`src/rtl/rail_fault_spi.sv`:
```
module rail_fault_spi (
  input  logic       clk,
  input  logic       rst_n,
  input  logic [3:0] therm_hit,
  input  logic [3:0] ilim_on,
  input  logic       sclk,
  input  logic       cs_n,
  input  logic       mosi,
  output logic       miso,
  output logic       frame_done
);
  localparam int WORD = 16;
  localparam int CW   = $clog2(WORD) + 1;

  logic [2:0] cs_q, sk_q;
  logic [1:0] mo_q;
  logic       rx_bit, active;
  logic [3:0] lat, pend;
  logic [WORD-1:0] shreg;
  logic [CW-1:0]   cnt;

  wire cs_fall = cs_q[2] & ~cs_q[1];
  wire cs_rise = ~cs_q[2] & cs_q[1];
  wire sk_rise = active & sk_q[1] & ~sk_q[2];
  wire sk_fall = active & ~sk_q[1] & sk_q[2];

  assign miso = active & shreg[WORD-1];

  always_ff @(posedge clk) begin
    if (!rst_n) begin
      cs_q <= '1;
      sk_q <= '0;
      mo_q <= '0;
    end else begin
      cs_q <= {cs_q[1:0], cs_n};
      sk_q <= {sk_q[1:0], sclk};
      mo_q <= {mo_q[0], mosi};
    end
  end

  always_ff @(posedge clk) begin
    if (!rst_n) begin
      lat  <= '0;
      pend <= '0;
    end else if (cs_rise) begin
      lat  <= pend | therm_hit;
      pend <= '0;
    end else if (cs_fall) begin
      lat  <= lat | therm_hit;
      pend <= therm_hit;
    end else begin
      lat  <= lat | therm_hit;
      pend <= pend | therm_hit;
    end
  end

  always_ff @(posedge clk) begin
    if (!rst_n) begin
      active     <= 1'b0;
      shreg      <= '0;
      cnt        <= '0;
      rx_bit     <= 1'b0;
      frame_done <= 1'b0;
    end else begin
      frame_done <= cs_rise && active && (cnt == CW'(WORD));
      if (cs_fall) begin
        active <= 1'b1;
        shreg  <= {8'h00, lat | therm_hit, ilim_on};
        cnt    <= '0;
      end else if (cs_rise) begin
        active <= 1'b0;
      end else begin
        if (sk_rise) begin
          rx_bit <= mo_q[1];
          if (cnt != '1) cnt <= cnt + 1'b1;
        end
        if (sk_fall) shreg <= {shreg[WORD-2:0], rx_bit};
      end
    end
  end

  a_r4_sticky_hold: assert property (@(posedge clk) disable iff (!rst_n)
    !cs_rise |=> ((lat & $past(lat)) == $past(lat)));
  a_r5_clear_idle: assert property (@(posedge clk) disable iff (!rst_n)
    (cs_rise && pend == 4'b0 && therm_hit == 4'b0) |=> (lat == 4'b0));
  a_r8_event_kept: assert property (@(posedge clk) disable iff (!rst_n)
    (therm_hit != 4'b0) |=> ((lat & $past(therm_hit)) == $past(therm_hit)));
  a_r7_single_strobe: assert property (@(posedge clk) disable iff (!rst_n)
    frame_done |=> !frame_done);
  a_r10_quiet: assert property (@(posedge clk) disable iff (!rst_n)
    (cs_q[2] && !active) |-> (miso == 1'b0));
endmodule

```
`config.mk`:
```
export PLATFORM = sky130hd
export DESIGN_NAME = rail_fault_spi
export DESIGN_NICKNAME = d
export VERILOG_FILES = /design/src/rtl/rail_fault_spi.sv
export SDC_FILE = /design/constraint.sdc
export NUM_CORES = 1
export LEC_CHECK = 0
export BUFFER_PORTS_ARGS = -buffer_cell sky130_fd_sc_hd__buf_2
export CAP_MARGIN = 20
export CORE_MARGIN = 2
export CORE_UTILIZATION = 50
export CTS_CLUSTER_DIAMETER = 60
export DETAILED_ROUTE_END_ITERATION = 6
export GPL_TIMING_DRIVEN = 0
export PLACE_DENSITY_LB_ADDON = 0.25
export SLEW_MARGIN = 20
export SYNTH_ARGS = -nofsm -noshare
export SYNTH_HDL_FRONTEND = slang
export SYNTH_SLANG_ARGS = --single-unit
```
`constraint.sdc`:
```
create_clock -name clk -period 1.6 [get_ports clk]
set_clock_uncertainty 0.05 [all_clocks]
set_input_delay 0 -clock clk [delete_from_list [all_inputs] [get_ports clk]]
set_output_delay 0 -clock clk [all_outputs]
set_load 0.005 [all_outputs]
```
== After elaboration in Yosys (flattened, before gate mapping) ==
Cells that the tools add are included.

* Register bits after elaboration: 40
* Input port bits: 13
* Word-level logic and storage cells: 48

* $add $sub $neg: 1
* Eq/ne operators: 3
* Mux-type cells: 7
* Bitwise operators: 16
* Reductions and logical operators: 10

{| class="wikitable"
|+ Operators with widths
! kind !! count
|-
| $mux 8 || 3
|-
| $mux 4 || 2
|-
| $or 4x4->4 || 2
|-
| $and 1x1->1 || 7
|-
| $not 1->1 || 7
|-
| $reduce_and 3->1 || 2
|-
| $add 5x1->5 const B || 1
|-
| $eq 5x5->1 const B || 1
|-
| $ne 5x5->1 const B || 1
|-
| $reduce_and 2->1 || 2
|-
| $reduce_bool 2->1 || 2
|-
| $reduce_or 2->1 || 2
|-
| $logic_and 1x1->1 || 2
|-
| $mux 1 || 2
|-
| $ne 2x2->1 const B || 1
|}

== Depth between registers and ports, before layout ==
Gate-level depths: netlist of the first run.

* Word-level depth: 6
* Depth in mapped cells: 7
* Gate-level depth less buffers: 5

== Least setup slack after synthesis of the first run ==
No wires, ideal clock.

* Kind: register to register
* Start: reg cnt[0]
* End: reg cnt[3]
* Library setup time: 0.071 ns
* Arrival time: 1.644 ns
* Slack: -0.164 ns
* Stages on the path, launching flop included: 7
* Path buffers: 1
* Period minus slack after synthesis: 1.764 ns
* Path through: dfxtp_1 > ha_1 > and3_1 > ha_1 > buf_1 > or4_1 > a21oi_1

* Longest elaborated chain between the ends: 2
* Elaborated cells between the ends (all ways): 3

{| class="wikitable"
|+ Ends and longest elaborated chain
! what !! line !! source
|-
| from (decl) || 20 || <nowiki>logic [CW-1:0] cnt;</nowiki>
|-
| from (signal assigned) || 75 || <nowiki>if (cnt != '1) cnt <= cnt + 1'b1;</nowiki>
|-
| parallel branches: the longest is 2 deep, another holds $add 5x1->5 || - ||
|}

Parallel ways; which one is timed is not known.
A chain may end at the register's enable or synchronous reset.

== Worst setup path after layout of the first run ==
* Start: reg cnt[1]
* End: reg cnt[3]

The elaborated chain is that of the path after synthesis.

==> run summary, run 1 <==
Net Count, Synth -> 189
met3 Use GR -> 0.0621
Synth top cells by count -> dfxtp_1 (40), mux2i_1 (14), nor2_1 (13), nand2_1 (11)
hold path startpoint -> cs_n
drt pass-1 iters -> 4
number of synthesized register bits -> 40
actual slew at the worst max-slew pin -> 0.462 ns
DRC Markers -> 0
Max Clk Rate -> 630 MHz
WS Path Type -> reg2reg
worst-skew pair later-pin latency -> 0.36 ns
crit path launch -> cnt[1]
clock slew at reported path FFs -> 0.12 ns
Vias -> 1330
CTS buffer count -> 5
CP endpoint kind -> flop
unrepaired setup endpoints after global routing -> true
Vias/cell -> 5.18
WP data arrival -> 1.82 ns
GRT overflow -> 0
DRT iter0 DRCs -> 40
Util after Layout -> 0.672
worst hold path type -> in2reg
row count -> 21
Die Y -> 62.0 um
Post-synth EDFFs -> 0
# Max-Cap Violations -> 0
fin crit period -> 1.59 ns
Port Buffer Count -> 14
crit path launch type -> flop
final setup TNS -> 0 ns
Synth cell types -> 31
fillers -> 270
Layout Nets -> 230
LEAKAGE -> 0.864 nW
CTS tree -> done
die area -> 3850 um2
met2 Usage GRT -> 0.351
crit-path max FO -> 5
Reg-to-Reg Start -> cnt[1]
crit-path cells -> ha_4 -> and3_4 -> ha_4 -> or4_1 -> a21oi_1
post-route design area -> 2210 um2
final hold vios -> 0
Top Usage Layer GRT -> met2
synthesized cell area -> 1680 um2
Detail Route Antenna Nets -> 0
ranking of synthesized cells by area -> dfxtp_1 (48%), mux2i_1 (8.3%), mux2_2 (5.4%)
Finish-stage setup viols -> 0
Detailed Place HPWL -> 2.15 mm
overall routing resource usage -> 0.201
Starting Density -> 0.512
Bufs on Longest Clock Path -> 2
Crit-path slowest cell -> or4_1
vias in the first global route -> 1298
post-synthesis sequential area ratio -> 0.476
routing usage on met1 -> 0.223
mean post-synth cell area -> 9.96 um2
most frequent cell after synthesis -> dfxtp_1
die width -> 62.0 um
status -> completed
area share of the largest cell type after synthesis -> 0.476
CTS root buf -> clkbuf_4
ANT cells -> 0
Yosys warning total -> 0
Mapped Cells -> 169
area post-placement -> 1840 um2
Max rail drop VDD -> 0.712 mV
Max Slew Vio Count -> 0
CTS sink cnt -> 40
final non-filler cell total -> 257
routed length per instance -> 13.2 um
largest net degree at the start of global routing -> 13
layout cell share with drive strength beyond 1 -> 0.289
global-route wire length before repair -> 5.51 mm
total chip power -> 1.92 mW
power per cell area -> 871 nW/um2
Crit path top cell by count -> ha_4
asr flop ratio synth -> 0
worst hold slack -> 0.314 ns
Synth Flop Type -> dfxtp_1
fin crit share -> 0.992
GPL Wtd Cong -> 0.803
Yosys top cell by area -> dfxtp_1
Cells after DPL -> 229
WP data required -> 1.84 ns
Worst slew margin -> 0.692
DP Worst Slack -> -0.280 ns
Core Box Area -> 3280 um2
Critical Path Max Stage Delay -> 0.47 ns
setup ws final -> 0.0131 ns
Layout area overhead -> 31.1%
initial antenna violation count -> 0
Max H-tree Level -> 2
final wirelength -> 3.39 mm
io pins -> 15
[power by group]
part / switching, mW / internal [mW] / total, mW
clock: 0.328 / 0.415 / 0.743
combinational: 0.0639 / 0.0797 / 0.144
sequential: 0.0145 / 1.02 / 1.04
[what timing repair did]
action	CTS	global route
buffers inserted	10	0
endpoints found under the setup margin	16	17
endpoints found under the hold margin	18	0
pin swaps	4	4
gates cloned	0	0
hold buffers	12	0
gates resized for setup	12	14
[metal layers]
| metal | vias to the layer above | routed length [um] |
|---|---|---|
| met2 | 22 | 1720 |
| met3 | 10 | 119 |
| met5 | - | 0 |
| li1 | 672 | - |
| met4 | 0 | 97 |
| met1 | 626 | 1450 |
[critical path: cells and delay by family (launching register included)]
kind / cells / cell delay [ns]
adders and majority gates: 2 / 0.33
DFF: 1 / 0.36
and+or+nand+nor: 2 / 0.65
AOI/OAI and AO/OA: 1 / 0.14
[cell families after synthesis]
group | after synthesis | share of synthesized area
simple gates | 57 | 0.190
mux | 22 | 0.137
buf+inv | 16 | 0.0424
compound gates | 27 | 0.103
flops | 40 | 0.476
fa+ha+maj | 7 | 0.0520
[final timing paths]
check / endpoint / cells past startpoint / slack, ns
setup / recovery: cnt[3] / 5 / 0.01
setup reg to reg: cnt[3] / 5 / 0.01
hold / removal: cs_q[0] / 3 / 0.31
hold reg to reg: cs_q[1] / 1 / 0.39
[cell type report]
cell class	count	area (um2)	share of cell area
Buffer	8	56.3	0.0255
Clock buffer	7	65.1	0.0295
Clock inverter	1	30.0	0.0136
Inverter	6	22.5	0.0102
Multi-Input combinational cell	113	897	0.407
Sequential cell	40	808	0.366
Tap cell	46	57.6	0.0261
Timing Repair Buffer	36	269	0.122
[registers in the layout (all words and copies together), names as in the netlist]
signal	cells
active	1
cs_q	3
frame_done	1
rx_bit	1
pend	4
sk_q	3
mo_q	2
lat	4
cnt	5
shreg	16
[layout by cell type (no fill, tap or decap), types with 2 or more instances in the layout]
cell type       n
clkbuf_4        7
buf_4          10
clkbuf_1        3
nand2_1        11
dlygate4sd3_1  12
nor2_1         13
nor2b_1         2
clkbuf_8        2
mux2_2          8
and2_1          7
ha_4            3
nand2b_1        8
inv_1           5
o221ai_1        3
o31ai_2         2
o211ai_1        2
o31ai_1         2
nand4_1         5
buf_2          14
o21a_1          4
ha_1            3
buf_6           3
o21ai_0         2
mux2i_1        14
dfxtp_2         3
a21oi_1         6
o21ai_1         4
dfxtp_1        36
No activity file was read; power rests on OpenSTA's default activity.
==> run 2: changes to the inputs <==
--- a/config.mk
+++ b/config.mk
@@ -8,7 +8,7 @@
 export BUFFER_PORTS_ARGS = -buffer_cell sky130_fd_sc_hd__buf_2
 export CAP_MARGIN = 20
 export CORE_MARGIN = 2
-export CORE_UTILIZATION = 50
+export CORE_UTILIZATION = 35
 export CTS_CLUSTER_DIAMETER = 60
 export DETAILED_ROUTE_END_ITERATION = 6
 export GPL_TIMING_DRIVEN = 0
==> run 2 against run 1 <==
  * Critical path type unchanged
  * Utilization decreased by 21 points
  * Critical endpoint is now cnt[0]
  * Worst setup slack improved by 0.012 ns
  * Highest routed layer unchanged
  * Count of clock-buffer cells in the layout down 1
==> run summary, run 2 (same netlist as run 1, synthesis figures left out) <==
status -> completed (unchanged)
CTS root buf -> clkbuf_8 (was clkbuf_4)
fin crit share -> 0.984 (was 0.992)
final non-filler cell total -> 262 (was 257)
max reg flops -> 16 (unchanged)
Layout area overhead -> 29.6% (was 31.1%)
DRT iter0 DRCs -> 40 (unchanged)
leading registers by flop count -> shreg x16, cnt x5 (unchanged)
vias in the first global route -> 1296 (was 1298)
routed length per instance -> 12.3 um (was 13.2 um)
Vias -> 1256 (was 1330)
commonest non-fill, non-tap cell in the layout -> dfxtp_1 (unchanged)
hold path startpoint -> ilim_on[2] (was cs_n)
Vias/cell -> 4.79 (was 5.18)
WP data arrival -> 1.75 ns (was 1.82 ns)
die width -> 73.3 um (was 62.0 um)
worst hold path type -> in2reg (unchanged)
Layout Nets -> 227 (was 230)
CTS sink cnt -> 40 (unchanged)
CTS tree -> done (unchanged)
WP data required -> 1.77 ns (was 1.84 ns)
worst-skew pair later-pin latency -> 0.30 ns (was 0.36 ns)
Worst slew margin -> 0.705 (was 0.692)
Max Clk Rate -> 635 MHz (was 630 MHz)
Port Buffer Count -> 14 (unchanged)
largest net degree at the start of global routing -> 13 (unchanged)
power per cell area -> 910 nW/um2 (was 871 nW/um2)
Reg2Reg Capture Point -> cnt[0] (was cnt[3])
final wirelength -> 3.22 mm (was 3.39 mm)
fin crit period -> 1.57 ns (was 1.59 ns)
most frequent cells in the layout -> dfxtp_1 (36), mux2i_1 (14), buf_2 (14) (unchanged)
Max rail drop VDD -> 0.511 mV (was 0.712 mV)
total chip power -> 1.98 mW (was 1.92 mW)
Core Box Area -> 4690 um2 (was 3280 um2)
Util after Layout -> 0.465 (was 0.672)
Detail Route Antenna Nets -> 0 (unchanged)
crit-path max FO -> 4 (was 5)
ANT cells -> 0 (unchanged)
initial antenna violation count -> 0 (unchanged)
global-route wire length before repair -> 5.65 mm (was 5.51 mm)
Starting Density -> 0.359 (was 0.512)
Max H-tree Level -> 2 (unchanged)
row count -> 25 (was 21)
GPL Wtd Cong -> 0.754 (was 0.803)
Cells after DPL -> 237 (was 229)
crit path launch type -> flop (unchanged)
GRT overflow -> 0 (unchanged)
Max Slew Vio Count -> 0 (unchanged)
Min-Delay Endpoint -> shreg[2] (was cs_q[0])
CP endpoint kind -> flop (unchanged)
clock slew at reported path FFs -> 0.08 ns (was 0.12 ns)
hold depth -> 4 (was 3)
CTS buffer count -> 5 (unchanged)
Bufs on Longest Clock Path -> 2 (unchanged)
Die Y -> 73.3 um (was 62.0 um)
# Max-Cap Violations -> 0 (unchanged)
die area -> 5380 um2 (was 3850 um2)
R2R depth -> 6 (was 5)
drt pass-1 iters -> 4 (unchanged)
worst hold slack -> 0.0329 ns (was 0.314 ns)
unrepaired setup endpoints after global routing -> true (unchanged)
Most flops, register -> shreg (unchanged)
Reg-to-Reg Start -> cnt[0] (was cnt[1])
Detailed Place HPWL -> 2.17 mm (was 2.15 mm)
DRC Markers -> 0 (unchanged)
overall routing resource usage -> 0.139 (was 0.201)
layout cell share with drive strength beyond 1 -> 0.313 (was 0.289)
actual slew at the worst max-slew pin -> 0.442 ns (was 0.462 ns)
LEAKAGE -> 0.856 nW (was 0.864 nW)
WS Path Type -> reg2reg (unchanged)
final hold vios -> 0 (unchanged)
R2R setup slack -> 0.03 ns (was 0.01 ns)
Finish-stage setup viols -> 0 (unchanged)
io pins -> 15 (unchanged)
## run 2: cell count changes in the layout (fill, tap and decap cells not counted), sizes merged
| cell | previous run | this run |
|---|---|---|
| clkbuf | 12 | 10 |
| buf | 27 | 29 |
| clkinv | 0 | 1 |
| dlygate4sd3 | 12 | 8 |
## run 2: how the worst max path moves through the flow
| stage | startpoint | to | slack, ns |
|---|---|---|---|
| final | cnt[0] | cnt[0] | 0.03 |
| after CTS | cnt[1] | cnt[3] | 0.008 |
| after floorplan | cs_q[2] | cnt[3] | -0.04 |
| after global placement | cs_q[1] | shreg[11] | -0.33 |
| after detailed placement | cs_q[1] | shreg[11] | -0.34 |
| after global routing | cs_q[2] | cnt[0] | -0.03 |
## run 2: power breakdown
| part | switching [mW] | internal, mW | total (mW) |
|---|---|---|---|
| Clock | 0.350 | 0.463 | 0.813 |
| Sequential | 0.0135 | 1.02 | 1.03 |
| Combinational | 0.0627 | 0.0740 | 0.137 |
## run 2: per-stage QoR
stage	TNS, ns	setup slack (ns)	instance area, um2
after CTS	0	0.00792	2130
final	0	0.0253	2180
after global placement	-3.54	-0.331	1850
after global routing	-0.0386	-0.0294	2180
after detailed placement	-3.63	-0.342	1850
after floorplan	-0.0625	-0.0411	1710
## run 2: per-layer routing
layer  vias up  wire, um  track usage
met5         -         0            0
met4         0        79       0.0687
met3        10       124       0.0412
met2        22      1450        0.226
met1       561      1560        0.166
li1        663         -            -
## run 2: repair_timing
action / 4_1_cts / 5_1_grt
gates cloned: 0 / 0
setup endpoints to repair: 16 / 19
hold buffers: 8 / 0
pin swaps: 5 / 5
endpoints found under the hold margin: 12 / 0
resized for setup: 12 / 17
setup buffers: 10 / 1
## run 2: worst max-delay path, cell delays in order, from the launching register on
cell	delay, ns
dfxtp_2	0.33
ha_2	0.18
and3_4	0.18
ha_4	0.16
buf_4	0.13
or3_4	0.36
a21oi_2	0.12
## run 2: final cells by class
cell class,instances,area [um2]
Buffer,8,57.6
Clock inverter,2,35.0
Sequential cell,40,806
Inverter,6,22.5
Clock buffer,6,72.6
Timing Repair Buffer,33,236
Multi-Input combinational cell,113,883
Tap cell,54,67.6
Fill cell,472,2510
==> run 3: changes to the inputs <==
--- a/config.mk
+++ b/config.mk
@@ -5,6 +5,7 @@
 export SDC_FILE = /design/constraint.sdc
 export NUM_CORES = 1
 export LEC_CHECK = 0
+export ABC_AREA = 1
 export BUFFER_PORTS_ARGS = -buffer_cell sky130_fd_sc_hd__buf_2
 export CAP_MARGIN = 20
 export CORE_MARGIN = 2
@@ -13,6 +14,7 @@
 export DETAILED_ROUTE_END_ITERATION = 6
 export GPL_TIMING_DRIVEN = 0
 export PLACE_DENSITY_LB_ADDON = 0.25
+export REMOVE_ABC_BUFFERS = 1
 export SLEW_MARGIN = 20
 export SYNTH_ARGS = -nofsm -noshare
 export SYNTH_HDL_FRONTEND = slang
==> run 3 against run 2 <==
  * Area after synthesis is 3.3% higher
  * Cell count is 26% higher
  * Largest cell class unchanged
  * Largest power group unchanged
  * Register-to-register slack better by 0.09 ns
==> run summary, run 3 <==
die area -> 5550 um2 (was 5380 um2)
CTS tree -> done (unchanged)
Mapped Cells -> 239 (was 169)
family with the most delay on the worst path -> simple AND/OR/NAND/NOR gates (unchanged)
initial antenna violation count -> 0 (unchanged)
Max H-tree Level -> 2 (unchanged)
asr flop ratio synth -> 0 (unchanged)
leading registers by flop count -> shreg x16, cnt x5 (unchanged)
Synth Area in Simple Gates -> 0.309 (was 0.190)
final wirelength -> 3.06 mm (was 3.22 mm)
vias in the first global route -> 1250 (was 1296)
worst-skew pair later-pin latency -> 0.29 ns (was 0.30 ns)
status -> completed (unchanged)
Synth top cells by count -> nor2_1 (63), dfxtp_1 (40), nand2_1 (38), inv_1 (26), nand3_1 (10) (was dfxtp_1 (40), mux2i_1 (14), nor2_1 (13), nand2_1 (11))
synthesized cell area -> 1740 um2 (was 1680 um2)
Crit-path slowest cell -> dfxtp_1 (was or3_4)
max reg flops -> 16 (unchanged)
fin crit share -> 0.931 (was 0.984)
fraction of synthesized cell area in xor and xnor cells -> 0.00504 (was 0)
Bufs on Longest Clock Path -> 2 (unchanged)
io pins -> 15 (unchanged)
Starting Density -> 0.366 (was 0.359)
Finish-stage setup viols -> 0 (unchanged)
Buf/Inv on CP -> 0 (was 1)
DRT iter0 DRCs -> 56 (was 40)
layout cell share with drive strength beyond 1 -> 0.163 (was 0.313)
global-route wire length before repair -> 5.35 mm (was 5.65 mm)
Post-synth EDFFs -> 0 (unchanged)
number of synthesized register bits -> 40 (unchanged)
die width -> 74.5 um (was 73.3 um)
fin crit period -> 1.49 ns (was 1.57 ns)
CTS sink cnt -> 40 (unchanged)
worst hold path type -> in2reg (unchanged)
Layout area overhead -> 19.6% (was 29.6%)
Max Slew Vio Count -> 0 (unchanged)
Yosys top cell by area -> dfxtp_1 (unchanged)
GRT overflow -> 0 (unchanged)
Detailed Place HPWL -> 2.10 mm (was 2.17 mm)
setup ws final -> 0.111 ns (was 0.0253 ns)
CP endpoint kind -> flop (unchanged)
area share of the largest cell type after synthesis -> 0.461 (was 0.476)
crit-path cells -> ha_1 -> and3_1 -> ha_2 -> nor3_4 -> nand3_1 -> nand2_1 -> nor2_1 (was ha_2 -> and3_4 -> ha_4 -> buf_4 -> or3_4 -> a21oi_2)
drt pass-1 iters -> 4 (unchanged)
final setup TNS -> 0 ns (unchanged)
LEAKAGE -> 0.980 nW (was 0.856 nW)
crit-path max FO -> 4 (unchanged)
routed length per instance -> 9.24 um (was 12.3 um)
Max Clk Rate -> 671 MHz (was 635 MHz)
DP Worst Slack -> -0.139 ns (was -0.342 ns)
Detail Route Antenna Nets -> 0 (unchanged)
Core Box Area -> 4750 um2 (was 4690 um2)
area post-placement -> 1860 um2 (was 1850 um2)
Critical Path Max Stage Delay -> 0.34 ns (was 0.36 ns)
unrepaired setup endpoints after global routing -> false (was true)
most frequent cells in the layout -> nor2_1 (63), dfxtp_1 (40), nand2_1 (37) (was dfxtp_1 (36), mux2i_1 (14), buf_2 (14))
Yosys warning total -> 0 (unchanged)
actual slew at the worst max-slew pin -> 0.321 ns (was 0.442 ns)
WP data arrival -> 1.63 ns (was 1.75 ns)
largest net degree at the start of global routing -> 18 (was 13)
row count -> 25 (unchanged)
overall routing resource usage -> 0.129 (was 0.139)
Die Y -> 74.5 um (was 73.3 um)
post-synthesis compound-gate area fraction -> 0.0857 (was 0.103)
DRC Markers -> 0 (unchanged)
Synth cell types -> 24 (was 31)
largest family of logic cells by synthesized area -> simple AND/OR/NAND/NOR gates (unchanged)
Util after Layout -> 0.437 (was 0.465)
Layout Nets -> 283 (was 227)
Most flops, register -> shreg (unchanged)
most frequent cell after synthesis -> nor2_1 (was dfxtp_1)
worst hold slack -> 0.0600 ns (was 0.0329 ns)
ANT cells -> 0 (unchanged)
GPL Wtd Cong -> 0.716 (was 0.754)
post-synthesis sequential area ratio -> 0.461 (was 0.476)
power per cell area -> 969 nW/um2 (was 910 nW/um2)
crit path launch type -> flop (unchanged)
# Max-Cap Violations -> 0 (unchanged)
Max rail drop VDD -> 0.364 mV (was 0.511 mV)
ranking of synthesized cells by area -> dfxtp_1 (46%), nor2_1 (14%), nand2_1 (8.2%) (was dfxtp_1 (48%), mux2i_1 (8.3%), mux2_2 (5.4%))
clock slew at reported path FFs -> 0.08 ns (about the same)
post-route design area -> 2080 um2 (was 2180 um2)
Port Buffer Count -> 14 (unchanged)
final hold vios -> 0 (unchanged)
commonest non-fill, non-tap cell in the layout -> nor2_1 (was dfxtp_1)
CTS root buf -> clkbuf_8 (unchanged)
CTS buffer count -> 5 (unchanged)
mean post-synth cell area -> 7.27 um2 (was 9.96 um2)
Synth Flop Type -> dfxtp_1 (unchanged)
WS Path Type -> reg2reg (unchanged)
Worst slew margin -> 0.786 (was 0.705)
WP data required -> 1.74 ns (was 1.77 ns)
Vias/cell -> 4.26 (was 4.79)
adder-cell share of the synthesized area -> 0.0504 (was 0.0520)
Vias -> 1410 (was 1256)
post-synthesis mux area share -> 0 (was 0.137)
## run 3: final timing paths
path	from	end	slack, ns	cells past startpoint
setup / recovery	cnt[0]	cnt[0]	0.11	7
setup reg to reg	cnt[0]	cnt[0]	0.11	7
hold reg to reg	sk_q[0]	sk_q[1]	0.36	2
hold / removal	ilim_on[0]	shreg[0]	0.06	7
## run 3: kinds of logic after synthesis
group / Yosys count
DFF: 40
and+or+nand+nor: 124
adders and majority gates: 7
xor gates and xnor gates: 1
buffers and inverters: 39
AOI/OAI and AO/OA: 28
## run 3: per-stage QoR
stage               power, mW  std cells
finish                   2.01        331
global route             2.11        331
CTS                      2.05        331
detailed placement       1.21        315
global placement         1.21        315
floorplan                1.16        234
## run 3: power by group
part	internal, mW	switching, mW
registers	1.03	0.0180
clock network	0.463	0.348
logic	0.0675	0.0855
## run 3: layout make-up
class	instances	area, um2
Clock buffer	6	72.6
Sequential cell	40	801
Tap cell	67	83.8
Inverter	34	128
Multi-Input combinational cell	160	808
Clock inverter	2	35.0
Fill cell	513	2680
Timing Repair Buffer	22	150
## run 3: metal layers
metal / global-route usage / vias to the layer above / wire length [um]
li1: - / 783 / -
met4: 0.0714 / 0 / 75
met2: 0.200 / 14 / 1320
met1: 0.160 / 607 / 1570
met3: 0.0407 / 6 / 96
met5: 0 / - / 0
## run 3: worst register-to-register path: cells and delay by family (launching register included)
family	cells	cell delay (ns)
AND/OR/NAND/NOR	5	0.59
adder cells (fa/ha/maj)	2	0.42
flip-flops	1	0.34
## run 3: what timing repair did
item	4_1_cts	5_1_grt
cloned	0	0
endpoints found under the hold margin	12	0
hold buffers	8	0
setup endpoints to repair	13	21
resized for setup	2	5
buffers inserted	0	0
pin swaps	1	1
